### config.mk
export PLATFORM = sky130hd
export DESIGN_NAME = rwk_top
export DESIGN_NICKNAME = d
export VERILOG_FILES = /design/src/rtl/rwk_pkg.sv /design/src/rtl/rwk_deglitch.sv /design/src/rtl/rwk_wake_timer.sv /design/src/rtl/rwk_seq.sv /design/src/rtl/rwk_top.sv
export SDC_FILE = /design/constraint.sdc
export NUM_CORES = 1
export LEC_CHECK = 0
export BUFFER_PORTS_ARGS = -buffer_cell sky130_fd_sc_hd__buf_2
export CORE_MARGIN = 2
export CORE_UTILIZATION = 55
export CTS_BUF_LIST = sky130_fd_sc_hd__clkbuf_8
export CTS_CLUSTER_DIAMETER = 40
export DETAILED_ROUTE_END_ITERATION = 6
export PLACE_DENSITY = 0.77
export SLEW_MARGIN = 5
export SYNTH_ARGS = -nofsm -noshare
export SYNTH_HDL_FRONTEND = slang
export SYNTH_SLANG_ARGS = --single-unit
### constraint.sdc
create_clock -name clk -period 1.5 [get_ports clk]
set_input_delay 0.15 -clock clk [delete_from_list [all_inputs] [get_ports clk]]
set_output_delay 0.15 -clock clk [all_outputs]
set_load 0.05 [all_outputs]
### src/rtl/rwk_pkg.sv
package rwk_pkg;
  typedef enum logic [1:0] {
    PH_RESET = 2'd0,
    PH_WAKE  = 2'd1,
    PH_RUN   = 2'd2
  } rwk_phase_e;
endpackage

### src/rtl/rwk_deglitch.sv
// Synchronizes the raw reset pin and only accepts a new level after it has
// been seen on FILT_LEN consecutive clock samples.
module rwk_deglitch #(
  parameter int FILT_LEN    = 4,
  parameter int SYNC_STAGES = 2
) (
  input  logic clk,
  input  logic por_n,
  input  logic pin_n,
  output logic pin_rel
);
  localparam int CW = $clog2(FILT_LEN + 1);

  logic [SYNC_STAGES-1:0] sync_q;
  logic [CW-1:0]          run_q;
  logic                   filt_q;
  logic                   sampled;

  always_ff @(posedge clk or negedge por_n) begin
    if (!por_n) sync_q <= '0;
    else        sync_q <= {sync_q[SYNC_STAGES-2:0], pin_n};
  end

  assign sampled = sync_q[SYNC_STAGES-1];

  always_ff @(posedge clk or negedge por_n) begin
    if (!por_n) begin
      filt_q <= 1'b0;
      run_q  <= '0;
    end else if (sampled != filt_q) begin
      if (run_q == CW'(FILT_LEN - 1)) begin
        filt_q <= sampled;
        run_q  <= '0;
      end else begin
        run_q <= run_q + CW'(1);
      end
    end else begin
      run_q <= '0;
    end
  end

  assign pin_rel = filt_q;
endmodule

### src/rtl/rwk_wake_timer.sv
// Wake-up counter: cleared by restart, advances only on ticks, saturates.
module rwk_wake_timer #(
  parameter int WAKE_CYCLES = 4096
) (
  input  logic clk,
  input  logic por_n,
  input  logic restart,
  input  logic tick,
  output logic expired
);
  localparam int TW = $clog2(WAKE_CYCLES + 1);

  logic [TW-1:0] cnt_q;

  assign expired = (cnt_q == TW'(WAKE_CYCLES));

  always_ff @(posedge clk or negedge por_n) begin
    if (!por_n)                 cnt_q <= '0;
    else if (restart)           cnt_q <= '0;
    else if (tick && !expired)  cnt_q <= cnt_q + TW'(1);
  end
endmodule

### src/rtl/rwk_seq.sv
// Phase sequencer: reset hold, wake wait, run. Outputs are registered.
module rwk_seq
  import rwk_pkg::*;
(
  input  logic clk,
  input  logic por_n,
  input  logic pin_rel,
  input  logic wdt_req,
  input  logic osc_ok,
  input  logic flash_done,
  input  logic wake_evt,
  input  logic tmr_done,
  output logic restart,
  output logic rst_n_q,
  output logic run_q
);
  rwk_phase_e ph_q, ph_d;
  logic       src_hit;

  assign src_hit = !pin_rel || wdt_req;
  assign restart = src_hit || (ph_q == PH_RUN && wake_evt);

  always_comb begin
    ph_d = ph_q;
    if (src_hit) begin
      ph_d = PH_RESET;
    end else begin
      unique case (ph_q)
        PH_RESET: if (osc_ok && tmr_done && flash_done) ph_d = PH_RUN;
        PH_WAKE:  if (tmr_done) ph_d = PH_RUN;
        PH_RUN:   if (wake_evt) ph_d = PH_WAKE;
        default:  ph_d = PH_RESET;
      endcase
    end
  end

  always_ff @(posedge clk or negedge por_n) begin
    if (!por_n) begin
      ph_q    <= PH_RESET;
      rst_n_q <= 1'b0;
      run_q   <= 1'b0;
    end else begin
      ph_q    <= ph_d;
      rst_n_q <= (ph_d != PH_RESET);
      run_q   <= (ph_d == PH_RUN);
    end
  end
endmodule

### src/rtl/rwk_top.sv
module rwk_top #(
  parameter int WAKE_CYCLES = 4096,
  parameter int FILT_LEN    = 4
) (
  input  logic clk,
  input  logic por_n,
  input  logic rst_pin_n,
  input  logic wdt_req,
  input  logic osc_ok,
  input  logic flash_done,
  input  logic wake_evt,
  output logic sys_rst_n,
  output logic cpu_run_en
);
  logic pin_rel;
  logic restart;
  logic tmr_done;

  rwk_deglitch #(.FILT_LEN(FILT_LEN), .SYNC_STAGES(2)) u_filt (
    .clk     (clk),
    .por_n   (por_n),
    .pin_n   (rst_pin_n),
    .pin_rel (pin_rel)
  );

  rwk_wake_timer #(.WAKE_CYCLES(WAKE_CYCLES)) u_tmr (
    .clk     (clk),
    .por_n   (por_n),
    .restart (restart),
    .tick    (osc_ok),
    .expired (tmr_done)
  );

  rwk_seq u_seq (
    .clk        (clk),
    .por_n      (por_n),
    .pin_rel    (pin_rel),
    .wdt_req    (wdt_req),
    .osc_ok     (osc_ok),
    .flash_done (flash_done),
    .wake_evt   (wake_evt),
    .tmr_done   (tmr_done),
    .restart    (restart),
    .rst_n_q    (sys_rst_n),
    .run_q      (cpu_run_en)
  );
endmodule

# Yosys cells after proc, flatten, opt, wreduce, memory -nomap -nowiden
# Index checks and enable logic that the tools add are counted.
[word_totals] inputBits=7 elab_cells=36 ff_bits=23 out_inout_bits=2
[classes] n_reduce_logical=12 eq_ne=6 muxes=9 add_sub_neg=2
[ops] cell="two-way mux 13 bit" count=2
[ops] cell="adder 13 x 1 -> 13 bit, second input constant" count=1
[ops] cell="equality test 13 bit, second input constant" count=1
[ops] cell="two-way mux 2 bit" count=4
[ops] cell="two-way mux 3 bit" count=2
[ops] cell="one-hot mux 2 bit (3 select lines)" count=1
[ops] cell="equality test 2 bit, second input constant" count=2
[ops] cell="logical AND 1 bit" count=4
[ops] cell="nonzero test 2 bit" count=2
[ops] cell="adder 3 x 1 -> 3 bit, second input constant" count=1
[ops] cell="equality test 3 x 2 -> 1 bit, second input constant" count=1
[ops] cell="equality test 2 x 1 -> 1 bit, second input constant" count=1
[ops] cell="zero test 1 bit" count=2
[ops] cell="zero test 2 bit" count=1
[ops] cell="logical OR 1 bit" count=2
[ops] cell="AND reduction 2 bit" count=1
[ops] cell="!= test 1 bit" count=1

# Depth between registers and ports, before layout
[depth] depth_word=7 ltp_mapped=6 ltp_nobuf=6

# Hierarchy
# From an unflattened synthesis, not the netlist that was laid out.
[unflattened] cells_unflattened=103 area_unflattened_um2=1146.1
[modules_own_cells] module="rwk_wake_timer" area_per_inst_um2=735.7 cells_per_inst=74 n_inst=1 seq_area_each_um2=325.3
[modules_own_cells] module="rwk_deglitch" area_per_inst_um2=216.5 cells_per_inst=13 n_inst=1 seq_area_each_um2=150.1
[modules_own_cells] module="rwk_seq" area_per_inst_um2=193.9 cells_per_inst=16 n_inst=1 seq_area_each_um2=100.1

# Worst setup path after synthesis
# OpenSTA, ideal clock, no wires.
[synth_timing] path_type="reg-to-reg" from="reg u_tmr.cnt_q[0]" to="reg u_tmr.cnt_q[1]" setup_slack_ps=122 setup_ps=132 n_path_buf=0 arrival_ps=1246 required_time_ps=1368 path_stages_with_launch=7 synth_period_minus_slack_ps=1378 path_cell_list="dfrtp_1 inv_1 ha_1 nor4b_2 a31oi_1 mux2i_1 nor2_1"
[synth_between] elab_chain_len=4 elab_cells_between_ends=7 cone_classes="1 x add/sub; 1 x eq/ne; 2 x mux; 3 x reduce/logical"
[synth_lines] item="start, declared" line_no="rwk_wake_timer.sv:13" text="logic [TW-1:0] cnt_q;"
[synth_lines] item="start signal, assigned" line_no="rwk_wake_timer.sv:20" text="else if (tick && !expired) cnt_q <= cnt_q + TW'(1);"
[synth_lines] item="parallel branches: the longest is 4 deep, another holds adder 13 x 1 -> 13 bit"
# Parallel ways; which one is timed is not known. The select of a mux whose other input is x is not followed.
# A chain may end at the register's enable or synchronous reset.

# Worst setup path in the final report
[layout_timing] from="reg u_tmr.cnt_q[9]" to="reg u_seq.ph_q[0]"
[layout_between] elab_chain_len=6 elab_cells_between_ends=7 cone_classes="1 x eq/ne; 4 x mux; 2 x reduce/logical"
[layout_lines] item="equality test 13 bit (*)" line_no="rwk_wake_timer.sv:15" text="assign expired = (cnt_q == TW'(WAKE_CYCLES));"
[layout_lines] item="logical AND 1 bit (2 in a row)" line_no="rwk_seq.sv:29" text="PH_RESET: if (osc_ok && tmr_done && flash_done) ph_d = PH_RUN;"
[layout_lines] item="two-way mux 2 bit" line_no="rwk_seq.sv:29"
[layout_lines] item="one-hot mux 2 bit (3 select lines) (*)" line_no="rwk_seq.sv:28" text="unique case (ph_q)"
[layout_lines] item="two-way mux 2 bit (*)" line_no="rwk_seq.sv:25" text="if (src_hit) begin"
[layout_lines] item="via u_seq.ph_d[0]" line_no="rwk_seq.sv:17" text="rwk_phase_e ph_q, ph_d;"
[layout_lines] item="end signal, assigned" line_no="rwk_seq.sv:43" text="ph_q <= ph_d;"
[layout_lines] item="end, declared" line_no="rwk_seq.sv:17"
# The timed path passes the listed nets; every way through them passes the cells marked *.

==> run metrics <==
most common cell after layout, fill and taps aside=dfrtp_1; CP max stage delay=520 ps; DIE WIDTH=just under 50 µm; initial antenna violation count=0; final setup vio count=2; RSZ-0062 raised after global routing=yes; internal power=roughly 940 µW; post-synthesis register bit count=23; starting density of the core=0.579; DRT iter0 DRCs=12; Overall Global Routing Usage=0.218; Root Buffer=clkbuf_8; Avg Vias per Cell=between 5 and 6; # H-tree levels=1; required time worst endpoint=1660 ps; Layout Cells excl Fill=150; clock buffer depth=2; largest net degree at the start of global routing=24; die height=a little under 50 µm; DRT antenna net count=0; synth unique cells=31; violated checks=setup timing; # port buffers=8; Area Overhead vs Synth=18.9%; Hold Fails Final Rpt=0; global-route wire length before repair=about 4 mm; # rows=16; max-slew violations=0; vias in the first global route=about 860; final WL=~2.2 mm; final worst-path cycle share=1.01; Sink Count=23; Power Density=between 900 and 1000 nW/µm²; Pleak=0.000604 µW; max_cap viols=0; Comb pwr share=0.154; TritonRoute pass-1 iters=4; wire per inst=14.6 µm; Post-Syn Instances=106; Mapped Nets=between 100 and 150; sequential share of power=0.538; CP endpoint kind=register; GPL Wtd Cong=between 0.8 and 0.9; Die Area=2420 µm²; Slowest cell on crit path=nor4b_2; Clock transition at path regs=about 80 ps; NetSw=between 300 and 400 µW; grt ovf=0; # diodes=0; Avg Synthesized Cell Area=approximately 11 µm²; Core ar.=1940 µm²; register area share after synthesis=0.512; FMAX=about 660 MHz; DRC=0; Setup WS post-layout=-15.0 ps; CP Max Fanout=3; CTS tree=yes; Max VDD drop=roughly 0.86 mV; crit start category=register; fraction of final layout cells sized beyond drive strength 1=0.252; pre-CTS WS=-24.5 ps; Hold Crit Class=in -> reg; Slew @ Worst Pin=a little over 500 ps; IO Pins=9; run status=finished with violations; sequence of cells on the critical path=nor4b_2 -> nand3_2 -> a31oi_2 -> nor2_1; synthesized area=1120 µm²; switch share=0.271; YS warnings=0; slew margin rel.=0.659; detailed placement HPWL=between 1 and 1.5 mm; total CTS buffers=3; fin nets=134; most frequent cells in the layout=dfrtp_1, nor2_1, buf_2; worst clock skew=roughly 3.0 ps; Final Critical Period=roughly 1500 ps; vias post-DR=839; WS Path Type=reg -> reg; Clock Power Share=0.308; Post-Place Cells=around 140; CP arrival=roughly 1700 ps; clk_lat worst skew=270 ps
-- area by class of cell --
class / instances / area (µm²)
fillers: 158 / 606
flip-flops and latches: 23 / 577
multi-input cells: 76 / 557
repair buffers: 16 / 105
clock buffers: 3 / 41.3
well taps: 27 / 33.8
inverters: 4 / 15.0
clock inverters: 1 / 7.51
-- worst paths after layout --
path / from / to / slack, ps / depth (start not counted)
min reg2reg: u_filt.sync_q[0]$_DFF_PN0_ / u_filt.sync_q[1]$_DFF_PN0_ / 350 / 0
min: wake_evt / u_seq.run_q$_DFF_PN0_ / 190 / 3
max reg2reg: u_tmr.cnt_q[9]$_DFFE_PN0P_ / u_seq.ph_q[0]$_DFF_PN0_ / -20 / 4
max: u_tmr.cnt_q[9]$_DFFE_PN0P_ / u_seq.ph_q[0]$_DFF_PN0_ / -20 / 4
min in group asynchronous: por_n / u_filt.run_q[2]$_DFF_PN0_ / 380 / 2
max in group asynchronous: por_n / u_tmr.cnt_q[0]$_DFFE_PN0P_ / 750 / 2
-- power by group through the flow --
stage | combinational (µW) | sequential (µW) | clock (µW)
after global placement | 173 | 703 | 0
after detailed placement | 179 | 707 | 0
final | 199 | 696 | 398
after global routing | 228 | 704 | 439
after floorplan | 134 | 700 | 0
after CTS | 192 | 696 | 405
-- Yosys cell counts --
master     n  area, µm²
clkbuf_1   1       3.75
a21o_1     1       7.51
nand2_1    6       22.5
xnor2_1    3       26.3
inv_1      4       15.0
mux2i_1    1       10.0
a21oi_1    4       20.0
nand3_1    4       20.0
nand4_1    6       37.5
and3_2     1       7.51
ha_1       3       37.5
and4_1     2       17.5
mux2_2     1       11.3
dfrtp_1   23        576
nor2b_1    2       12.5
o32a_1     1       10.0
nand4_4    1       21.3
a31oi_1    3       18.8
nor3_1     1       5.00
o31a_1     1       8.76
and4_4     1       11.3
nor4b_2    2       30.0
nor3b_1    1       7.51
xor2_1     7       61.3
nand2b_1   1       6.26
buf_2      2       10.0
nor4_2     1       12.5
or2_1      1       6.26
o21ai_0    3       15.0
nor2_1    15       56.3
or3_1      3       18.8
-- critical path: cells and delay by family, from the launching register on --
kind | cells | cell delay [ps]
compound gates | 1 | 220
flops | 1 | 410
simple gates | 3 | 780
-- registers in the layout, summed over array words and instances, names as in the netlist --
name            count
u_tmr.cnt_q        13
u_filt.run_q        3
u_filt.sync_q       2
u_seq.ph_q          2
u_filt.pin_rel      1
u_seq.rst_n_q       1
u_seq.run_q         1
-- what timing repair did --
action                     in CTS  in global routing
hold buffers                    2                  0
pin swaps                       1                  5
gates resized for setup         1                  7
buffers inserted                0                  1
setup endpoints to repair       6                 10
hold endpoints to repair       24                  0
-- stage by stage --
stage	instance area [µm²]	power, µW	utilization	TNS (ps)	hold slack [ps]
2_1_floorplan	1120	834	-	0	-146
3_3_place_gp	1220	877	0.629	0	146
3_5_place_dp	1220	886	0.629	-35.9	149
4_1_cts	1300	1290	0.669	-54.1	193
5_1_grt	1340	1370	0.688	-628	219
6_report	1340	1290	0.688	-17.9	193
-- routing by layer --
layer | up-vias | wire length, µm | GRT usage
li1 | 407 | - | -
met1 | 412 | 983 | 0.275
met2 | 12 | 1080 | 0.358
met3 | 8 | 63 | 0.0552
met4 | 0 | 61 | 0.0857
met5 | - | 0 | 0
-- kinds of logic (layout without fill, tap and decap cells) --
logic type               count (synthesis)  count (layout)  share of synthesized area
flip-flops                              23              23                      0.512
AO/OA/AOI/OAI                           13              13                     0.0713
buffers and inverters                    7              24                     0.0256
AND/OR/NAND/NOR                         48              48                      0.261
multiplexers                             2               2                     0.0189
adder cells (fa/ha/maj)                  3               3                     0.0334
XOR/XNOR                                10              10                     0.0780
No activity file was read; power rests on OpenSTA's default activity.
